<file path="src/rtl/shift_uop_unit.sv">
module shift_uop_unit #(
  parameter int W = 8
) (
  input  logic         clk,
  input  logic         rst_n,
  input  logic [W-1:0] a_i,
  input  logic [2:0]   sel_i,
  input  logic         step_i,
  output logic [W-1:0] f_o,
  output logic         spill_o,
  output logic [W-1:0] acc_o
);
  logic         rotate;
  logic         go_right;
  logic         go_left;
  logic         right_fill;
  logic         left_fill;
  logic [W-1:0] right_v;
  logic [W-1:0] left_v;

  assign rotate   = sel_i[2];
  assign go_right = (sel_i[1:0] == 2'b01) || (sel_i[1:0] == 2'b11 && !rotate);
  assign go_left  = (sel_i[1:0] == 2'b10);

  assign right_fill = rotate ? a_i[0] : (sel_i[1] & a_i[W-1]);
  assign left_fill  = rotate & a_i[W-1];

  assign right_v = {right_fill, a_i[W-1:1]};
  assign left_v  = {a_i[W-2:0], left_fill};

  always_comb begin
    if (go_right) begin
      f_o     = right_v;
      spill_o = a_i[0];
    end else if (go_left) begin
      f_o     = left_v;
      spill_o = a_i[W-1];
    end else begin
      f_o     = a_i;
      spill_o = 1'b0;
    end
  end

  always_ff @(posedge clk or negedge rst_n) begin
    if (!rst_n)
      acc_o <= '0;
    else if (step_i)
      acc_o <= f_o;
  end
endmodule


</file>
<file path="config.mk">
export PLATFORM = sky130hd
export DESIGN_NAME = shift_uop_unit
export DESIGN_NICKNAME = d
export VERILOG_FILES = /design/src/rtl/shift_uop_unit.sv
export SDC_FILE = /design/constraint.sdc
export NUM_CORES = 1
export LEC_CHECK = 0
export BUFFER_PORTS_ARGS = -buffer_cell sky130_fd_sc_hd__buf_2
export CAP_MARGIN = 10
export CORE_MARGIN = 1.5
export CORE_UTILIZATION = 40
export CTS_CLUSTER_SIZE = 10
export DETAILED_ROUTE_END_ITERATION = 10
export GPL_ROUTABILITY_DRIVEN = 0
export PLACE_DENSITY = 0.7
export RECOVER_POWER = 25
export REMOVE_ABC_BUFFERS = 1
export SLEW_MARGIN = 20
export SYNTH_ARGS = -nofsm -noshare
export SYNTH_HDL_FRONTEND = slang
export SYNTH_SLANG_ARGS = --single-unit
</file>
<file path="constraint.sdc">
create_clock -name clk -period 1.3 [get_ports clk]
set_clock_uncertainty 0.1 [all_clocks]
set_input_delay 0.26 -clock clk [delete_from_list [all_inputs] [get_ports clk]]
set_output_delay 0.26 -clock clk [all_outputs]
set_load 0.03 [all_outputs]
</file>
After elaboration in Yosys (flattened, before gate mapping)
Cells that the tools add are included.
W data, S select, Z words.
{"block": "totals", "ff_bits": 8, "inputBits": 14, "output_inout_bits": 17, "elab_cells": 14}
{"block": "classes", "eq_ne": 3, "mux": 5, "n_bitwise": 2, "n_reduce_logical": 3}
{"op": "$mux W8", "n": 2}
{"op": "$eq A2 B2 Y1 const B", "n": 2}
{"op": "$mux W1", "n": 3}
{"op": "$and A1 B1 Y1", "n": 2}
{"op": "$eq A2 B1 Y1 const B", "n": 1}
{"op": "$logic_and A1 B1 Y1", "n": 1}
{"op": "$logic_not A1 Y1", "n": 1}
{"op": "$logic_or A1 B1 Y1", "n": 1}

Depth between registers and ports, before layout
Gate-level depths: netlist of run 1.
{"block": "depth", "word_depth": 4, "ltp_mapped": 4, "ltp_nobuf": 3}

Worst setup path before layout of run 1
OpenSTA, ideal clock, no wires.
{"block": "synth_timing", "path_type": "input to output", "from": "in sel_i[1]", "to": "out f_o[1]", "arrival_ps": 1103, "required_time_ps": 940, "slack_ps": -163, "path_stages": 4, "path_buffers": 1, "path_cell_list": "buf_6 mux2_4 nor2_1 a21oi_1"}
{"block": "synth_between", "elab_chain_len": 4, "word_cells_on_any_way": 7, "classes_between": "eq/ne: 3; mux: 2; reduce/logical: 2"}
{"element": "start, declared", "line": "7", "source": "input logic [2:0] sel_i,"}
{"element": "$eq A2 B2 Y1", "line": "22", "source": "assign go_right = (sel_i[1:0] == 2'b01) || (sel_i[1:0] == 2'b11 && !rotate);"}
{"element": "$logic_and A1 B1 Y1", "line": "22"}
{"element": "$logic_or A1 B1 Y1", "line": "22"}
{"element": "$mux W8 (*)", "line": "32", "source": "if (go_right) begin"}
{"element": "end, declared", "line": "9", "source": "output logic [W-1:0] f_o,"}
Every way passes the cells marked *; elsewhere a longest branch is shown, timed or not.

Worst setup path after layout of run 1
{"block": "layout_timing", "from": "in sel_i[1]", "to": "out f_o[2]"}
Same word-level chain as after synthesis.

==> results.md, run 1 <==
- Final instance area: 1050 µm²
- Syn_area_per_cell: 8.94 µm²
- Worst reg-to-reg setup slack: 0.39 ns
- Number of different library cells in the post-synthesis netlist: 20
- Classification of the worst setup path: input port to primary output
- Predominant post-synthesis flop cell: dfrtp_1
- Number of storage elements in the synthesis netlist: 8
- Number of flip-flops in the largest register: 8
- Achievable clock frequency: 680 MHz
- Die boundary width: 43.7 µm
- Residual antenna-violating net count after detailed routing: 0
- Combinational Power Share: 48.4%
- Peak VDD IR: 584 µV
- Count of pins over their slew limit: 0
- Reg with most FFs: acc_o
- Yosys warning count: 0
- Remaining global-route overflow: 0
- Failing checks: negative setup slack
- Top flop regs: acc_o (8)
- Final antenna diode count: 0
- Detailed-placement wirelength estimate: 1310 µm
- Number of max-cap violations: 0
- Proportion of power drawn by the clock network: 21.6%
- Setup repair after global routing missed its margin: yes
- Number of placement rows: 14
- Pin slew with the least headroom to its limit: 0.539 ns
- Global-route wire length before repair: 2990 µm
- Clock tree from TritonCTS: yes
- Detailed-route vias per instance: 5.45
- Count of placed standard cells including taps: 126
- Utilization after layout: 68.9%
- Number of DRC violations after detailed-routing iteration 0: 5
- Nets: 131
- WL final: 1990 µm
- I/O pin total: 31
- Portion of the post-synthesis area used by sequential elements: 30.2%
- Final worst-path cycle share: 113%
- Number of CTS-inserted buffers: 3
- Buffer levels on the longest clock path: 2
- Result of the run: finished with violations
- Largest stage delay on the critical path: 0.30 ns
- Number of vias after detailed routing: 714
- Number of synthesized flops with an enable pin: 0
- Switching Power: 394 µW
- Number of buffers and inverters on the critical path: 3
- Core Area: 1520 µm²
- Endpoint class of the critical path: primary output
- Class of the tightest hold or removal check: input port to flip-flop
- Worst Setup Start Kind: input port
- Worst-case headroom to the max-slew limit: 64.1%
- Standard cell with the maximum stage delay on the critical path: mux2_4
- Internal portion of total power: 588 µW
- Required arrival time at the worst endpoint: 0.94 ns
- Number of antenna violations at the first check in global routing: 0
- Pwr per Cell Area: 935 nW/µm²
- Number of cells in the finished layout apart from fillers: 131
- Setup ws final: -0.171 ns
- I/O Buffers: 30
- Crit-path leading delay family: buffers and inverters
- Cell chain of the critical path: buf_8 > buf_12 > mux2_4 > nor2_2 > a21oi_2 > buf_6
- Library cell with the largest summed area after synthesis: dfrtp_1
- Clk pin slew, worst setup/hold paths: 0.07 ns
- Setup slack after placement: -0.225 ns
- Endpoint arrival time on the critical path: 1.11 ns
- Fraction of layout instances using a drive strength above 1: 55.7%
- Leakage dissipation: 0.000515 µW
- Sw Ratio: 40.1%
- Clock Sinks: 8
- Share of synthesized flip-flops with an asynchronous set or reset: 100%
- # H-tree levels: 1
- DRC errors left: 0
- Clock Root Buffer: clkbuf_4
- Synth top area share: 30.2%
- Avg WL per Cell: 15.2 µm
- Tot GR Track Use: 21.1%
- Placed instance area: 893 µm²
- Proportion of power drawn by flip-flops and latches: 30.0%
- Die height: 43.7 µm
- Number of global-route vias before repair: 685
- Count of endpoints failing setup in the final report: 8
- Die area: 1910 µm²
- Layout-stage area growth over the synthesis result: 58.6%
- Biggest area contributors in the synthesized netlist: dfrtp_1 30%, mux2i_1 14%, mux2_4 14%
- Final Hold Fails: 0
- Maximum number of pins on one net before global-route repair: 21
- Synth Cell Area: 662 µm²
- Largest fanout on the critical path: 6
- Total negative slack: -1.19 ns
- Starting Density: 43.4%
- Shortest period the worst path allows: 1.47 ns
- Count of mapped cells out of synthesis: 74
- Latest clock arrival within the worst-skew pair: 0.26 ns
- 1st-pass router iterations: 4
synth_stat cells, types with 2 or more instances:
| library cell | count |
|---|---|
| a21oi_1 | 13 |
| mux2i_1 | 9 |
| dfrtp_1 | 8 |
| o21ai_1 | 7 |
| mux2_4 | 6 |
| nor2_1 | 6 |
| nor2b_1 | 6 |
| buf_2 | 3 |
| nand2_1 | 3 |
| and2b_2 | 2 |
| nand2b_1 | 2 |
metrics by stage:
| step | hold WS (ns) | power (µW) |
|---|---|---|
| after floorplan | -0.136 | 545 |
| after global placement | 0.0202 | 700 |
| after detailed placement | 0.0286 | 705 |
| after CTS | 0.260 | 948 |
| after global routing | 0.298 | 1030 |
| final | 0.268 | 982 |
routing by layer:
layer  vias to the layer above  wire length, µm  global-route usage (%)
li1                        352                -                       -
met1                       340              802                    28.1
met2                        20             1080                    32.9
met3                         2              102                    4.58
met4                         0                7                    9.09
met5                         -                0                       0
power groups by stage:
stage / combinational (µW) / clock [µW] / sequential, µW
final: 475 / 212 / 295
after global routing: 506 / 223 / 298
after CTS: 439 / 214 / 294
after detailed placement: 407 / 0 / 298
after global placement: 403 / 0 / 297
after floorplan: 183 / 0 / 362
placed cells by master (no fill, tap or decap), types with 4 or more instances in the layout:
cell type / instances
buf_6: 6
buf_2: 18
a21oi_1: 10
clkbuf_4: 4
nor2b_1: 6
o21ai_1: 7
dfrtp_1: 8
mux2_4: 6
buf_4: 13
mux2i_1: 6
kinds of logic (layout without fill, tap and decap cells):
group	count (synthesis)	in the layout	synth area share [%]
AO/OA/AOI/OAI	24	24	19.8
flip-flops	8	8	30.2
AND/OR/NAND/NOR	23	23	18.7
buffers and inverters	4	45	3.97
multiplexers	15	15	27.2
worst paths after layout:
check,from,end,cells past startpoint
worst min register to register,acc_o[7],acc_o[7],2
max in group asynchronous,rst_n,acc_o[1],2
worst min-delay path,a_i[6],acc_o[5],3
worst max-delay path,sel_i[1],f_o[2],6
min in group asynchronous,rst_n,acc_o[6],2
worst max register to register,acc_o[3],acc_o[3],3
worst register-to-register path, cell delays in order, from the launching register on:
cell and delay (ns):
dfrtp_1 0.37, nor2b_1 0.14, a21oi_1 0.11, o21ai_1 0.08
layout make-up:
cell class / instances / area [µm²]
Multi-Input combinational cell: 62 / 495
Fill cell: 134 / 474
Timing Repair Buffer: 42 / 312
Sequential cell: 8 / 200
Clock buffer: 3 / 22.5
Tap cell: 16 / 20.0
repair_timing:
| item | 4_1_cts | 5_1_grt |
|---|---|---|
| hold endpoints to repair | 8 | 0 |
| setup buffers | 1 | 0 |
| pin swaps | 0 | 3 |
| hold buffers | 1 | 0 |
| gates resized for setup | 16 | 19 |
| endpoints found under the setup margin | 9 | 8 |
Note: power is estimated with default switching activity, not from simulation.
==> run 2: changes to the inputs <==
==> constraint.sdc (replaced) <==
create_clock -name clk -period 1.3 [get_ports clk]
set_clock_uncertainty 0.1 [all_clocks]
set_input_delay 0.26 -clock clk [delete_from_list [all_inputs] [get_ports clk]]
set_output_delay 0.26 -clock clk [all_outputs]
set_load 0.02 [all_outputs]
==> results.md, run 2 (synthesis gave the netlist of run 1 again) <==
- Clock Root Buffer: clkbuf_4
- Number of DRC violations after detailed-routing iteration 0: 4 (-1)
- WL final: 1880 µm (-5.7%)
- Number of flip-flops in the largest register: 8 (unchanged)
- Starting Density: 43.4% (unchanged)
- Final antenna diode count: 0 (unchanged)
- Detailed-route vias per instance: 5.39 (-1.1%)
- Fraction of layout instances using a drive strength above 1: 52.2% (-3.5 points)
- Internal portion of total power: 572 µW (-2.7%)
- Endpoint class of the critical path: primary output
- Clock tree from TritonCTS: yes
- Die boundary width: 43.7 µm (unchanged)
- Leakage dissipation: 0.000506 µW (-1.7%)
- Global-route wire length before repair: 2970 µm (-0.47%)
- Number of placement rows: 14 (unchanged)
- Die height: 43.7 µm (unchanged)
- Failing checks: negative setup slack
- Worst Setup Start Kind: input port
- Required arrival time at the worst endpoint: 0.94 ns (about the same)
- Count of pins over their slew limit: 0 (unchanged)
- Result of the run: finished with violations
- Shortest period the worst path allows: 1.46 ns (-0.0157 ns)
- Clk pin slew, worst setup/hold paths: 0.06 ns (about the same)
- Remaining global-route overflow: 0 (unchanged)
- Switching Power: 334 µW (-15%)
- Buffer levels on the longest clock path: 2 (unchanged)
- Tot GR Track Use: 20.8% (-0.36 points)
- Detailed-placement wirelength estimate: 1330 µm (+1.4%)
- Die area: 1910 µm² (unchanged)
- # H-tree levels: 1 (unchanged)
- Setup slack after placement: -0.218 ns (+0.00731 ns)
- Endpoint arrival time on the critical path: 1.10 ns (about the same)
- Register-to-Register Path Depth: 3 (unchanged)
- Proportion of power drawn by flip-flops and latches: 32.4% (+2.4 points)
- Worst reg-to-reg setup slack: 0.38 ns (about the same)
- Top flop regs: acc_o (8)
- Maximum number of pins on one net before global-route repair: 22 (+4.8%)
- Core Area: 1520 µm² (unchanged)
- Reg with most FFs: acc_o
- Number of antenna violations at the first check in global routing: 0 (unchanged)
- Final Hold Fails: 0 (unchanged)
- Post-route total power: 906 µW (-7.7%)
- Avg WL per Cell: 14.3 µm (-5.7%)
- Cell chain of the critical path: buf_8 > buf_12 > mux2_4 > nor2_1 > a21oi_1 > buf_2
- DRC errors left: 0 (unchanged)
- Largest fanout on the critical path: 6 (unchanged)
- Layer with the highest usage after global routing: met2
- Standard cell with the maximum stage delay on the critical path: mux2_4
- Met3 track demand over resource: 3.33% (-1.2 points)
- Setup repair after global routing missed its margin: yes
- Achievable clock frequency: 687 MHz (+1.1%)
- Worst Hold Margin: 0.273 ns (+0.00506 ns)
- Classification of the worst setup path: input port to primary output
- Met2 Resource Use GR: 33.2% (+0.29 points)
- Number of max-cap violations: 0 (unchanged)
- Number of global-route vias before repair: 660 (-3.6%)
- Total negative slack: -1.11 ns (+0.0739 ns)
- Nets: 131 (unchanged)
- Number of CTS-inserted buffers: 3 (unchanged)
- 1st-pass router iterations: 4 (unchanged)
- Combinational Power Share: 44.4% (-4.0 points)
- Commonest cells after routing, fill and taps aside: 21 x buf_2, 15 x buf_4, 13 x a21oi_1, 8 x dfrtp_1, 7 x o21ai_1
- Hold path startpoint: a_i[4]
- Proportion of power drawn by the clock network: 23.2% (+1.6 points)
- Commonest non-fill, non-tap cell in the layout: buf_2
- Origin of the critical flop-to-flop path: acc_o[1]
- Sw Ratio: 36.9% (-3.2 points)
- Hold path cells: 3 (unchanged)
- Met1 capacity usage during global routing: 27.7% (-0.33 points)
- Count of endpoints failing setup in the final report: 8 (unchanged)
- Final worst-path cycle share: 112% (-1.2 points)
- Latest clock arrival within the worst-skew pair: 0.26 ns (about the same)
- Pwr per Cell Area: 908 nW/µm² (-2.9%)
- Class of the tightest hold or removal check: input port to flip-flop
- End of the worst register-to-register path: acc_o[1]
- Worst-case headroom to the max-slew limit: 64.8% (+0.76 points)
- Peak VDD IR: 487 µV (-17%)
- Number of vias after detailed routing: 706 (-1.1%)
- Pin slew with the least headroom to its limit: 0.528 ns (-0.0114 ns)
- Residual antenna-violating net count after detailed routing: 0 (unchanged)
- I/O pin total: 31 (unchanged)
- Utilization after layout: 65.5% (-3.4 points)
- Clock Sinks: 8 (unchanged)
- I/O Buffers: 30 (unchanged)
- Worst Hold End: acc_o[4]
- Largest stage delay on the critical path: 0.30 ns (about the same)
- Layout-stage area growth over the synthesis result: 50.9%
- Setup ws final: -0.155 ns (+0.0157 ns)
## run 2: cell count changes in the layout (fill, tap and decap cells not counted), moves of 2 or more
cell | before | now
buf_6 | 6 | 2
nor2_4 | 3 | 0
nor2_2 | 2 | 4
a21oi_1 | 10 | 13
buf_2 | 18 | 21
buf_4 | 13 | 15
a21oi_2 | 3 | 0
## run 2: area by class of cell
type / instances / area [µm²]
multi-input cells: 62 / 467
clock buffers: 3 / 22.5
fillers: 133 / 526
repair buffers: 42 / 289
well taps: 16 / 20.0
flip-flops and latches: 8 / 200
## run 2: power by group through the flow
stage               logic (µW)  clock network (µW)  registers (µW)
global route               434                 218             297
finish                     403                 210             293
global placement           356                   0             297
CTS                        382                 211             294
floorplan                  162                   0             338
detailed placement         361                   0             298
## run 2: stage by stage
step | instance area, µm² | cells
CTS | 957 | 130
global route | 998 | 131
finish | 998 | 131
detailed placement | 886 | 125
global placement | 886 | 125
floorplan | 636 | 70
## run 2: worst max-delay path by stage
stage / from / to / slack, ns / cells past startpoint
final: sel_i[1] / f_o[2] / -0.16 / 6
after global routing: sel_i[1] / f_o[3] / -0.20 / 6
after CTS: sel_i[1] / f_o[6] / -0.16 / 6
after detailed placement: sel_i[1] / f_o[6] / -0.22 / 6
after global placement: sel_i[1] / f_o[6] / -0.20 / 5
after floorplan: sel_i[2] / f_o[1] / 0.02 / 3
## run 2: repair_timing
| item | 4_1_cts | 5_1_grt |
|---|---|---|
| hold buffers | 1 | 0 |
| hold endpoints to repair | 8 | 0 |
| setup buffers | 1 | 1 |
| gates cloned | 0 | 0 |
| pin swaps | 1 | 1 |
| endpoints found under the setup margin | 9 | 9 |
| gates resized for setup | 10 | 11 |
## run 2: routing by layer
layer  part of all wire, %  wire [µm]
met1                    43        816
met2                    51        950
met3                   4.9         92
met4                   1.0         19
met5                     0          0
## run 2: worst max-delay path, delay by kind of cell
family | cells | cell delay [ns]
buffers and inverters | 3 | 0.41
and+or+nand+nor | 1 | 0.08
AOI/OAI and AO/OA | 1 | 0.05
muxes | 1 | 0.30
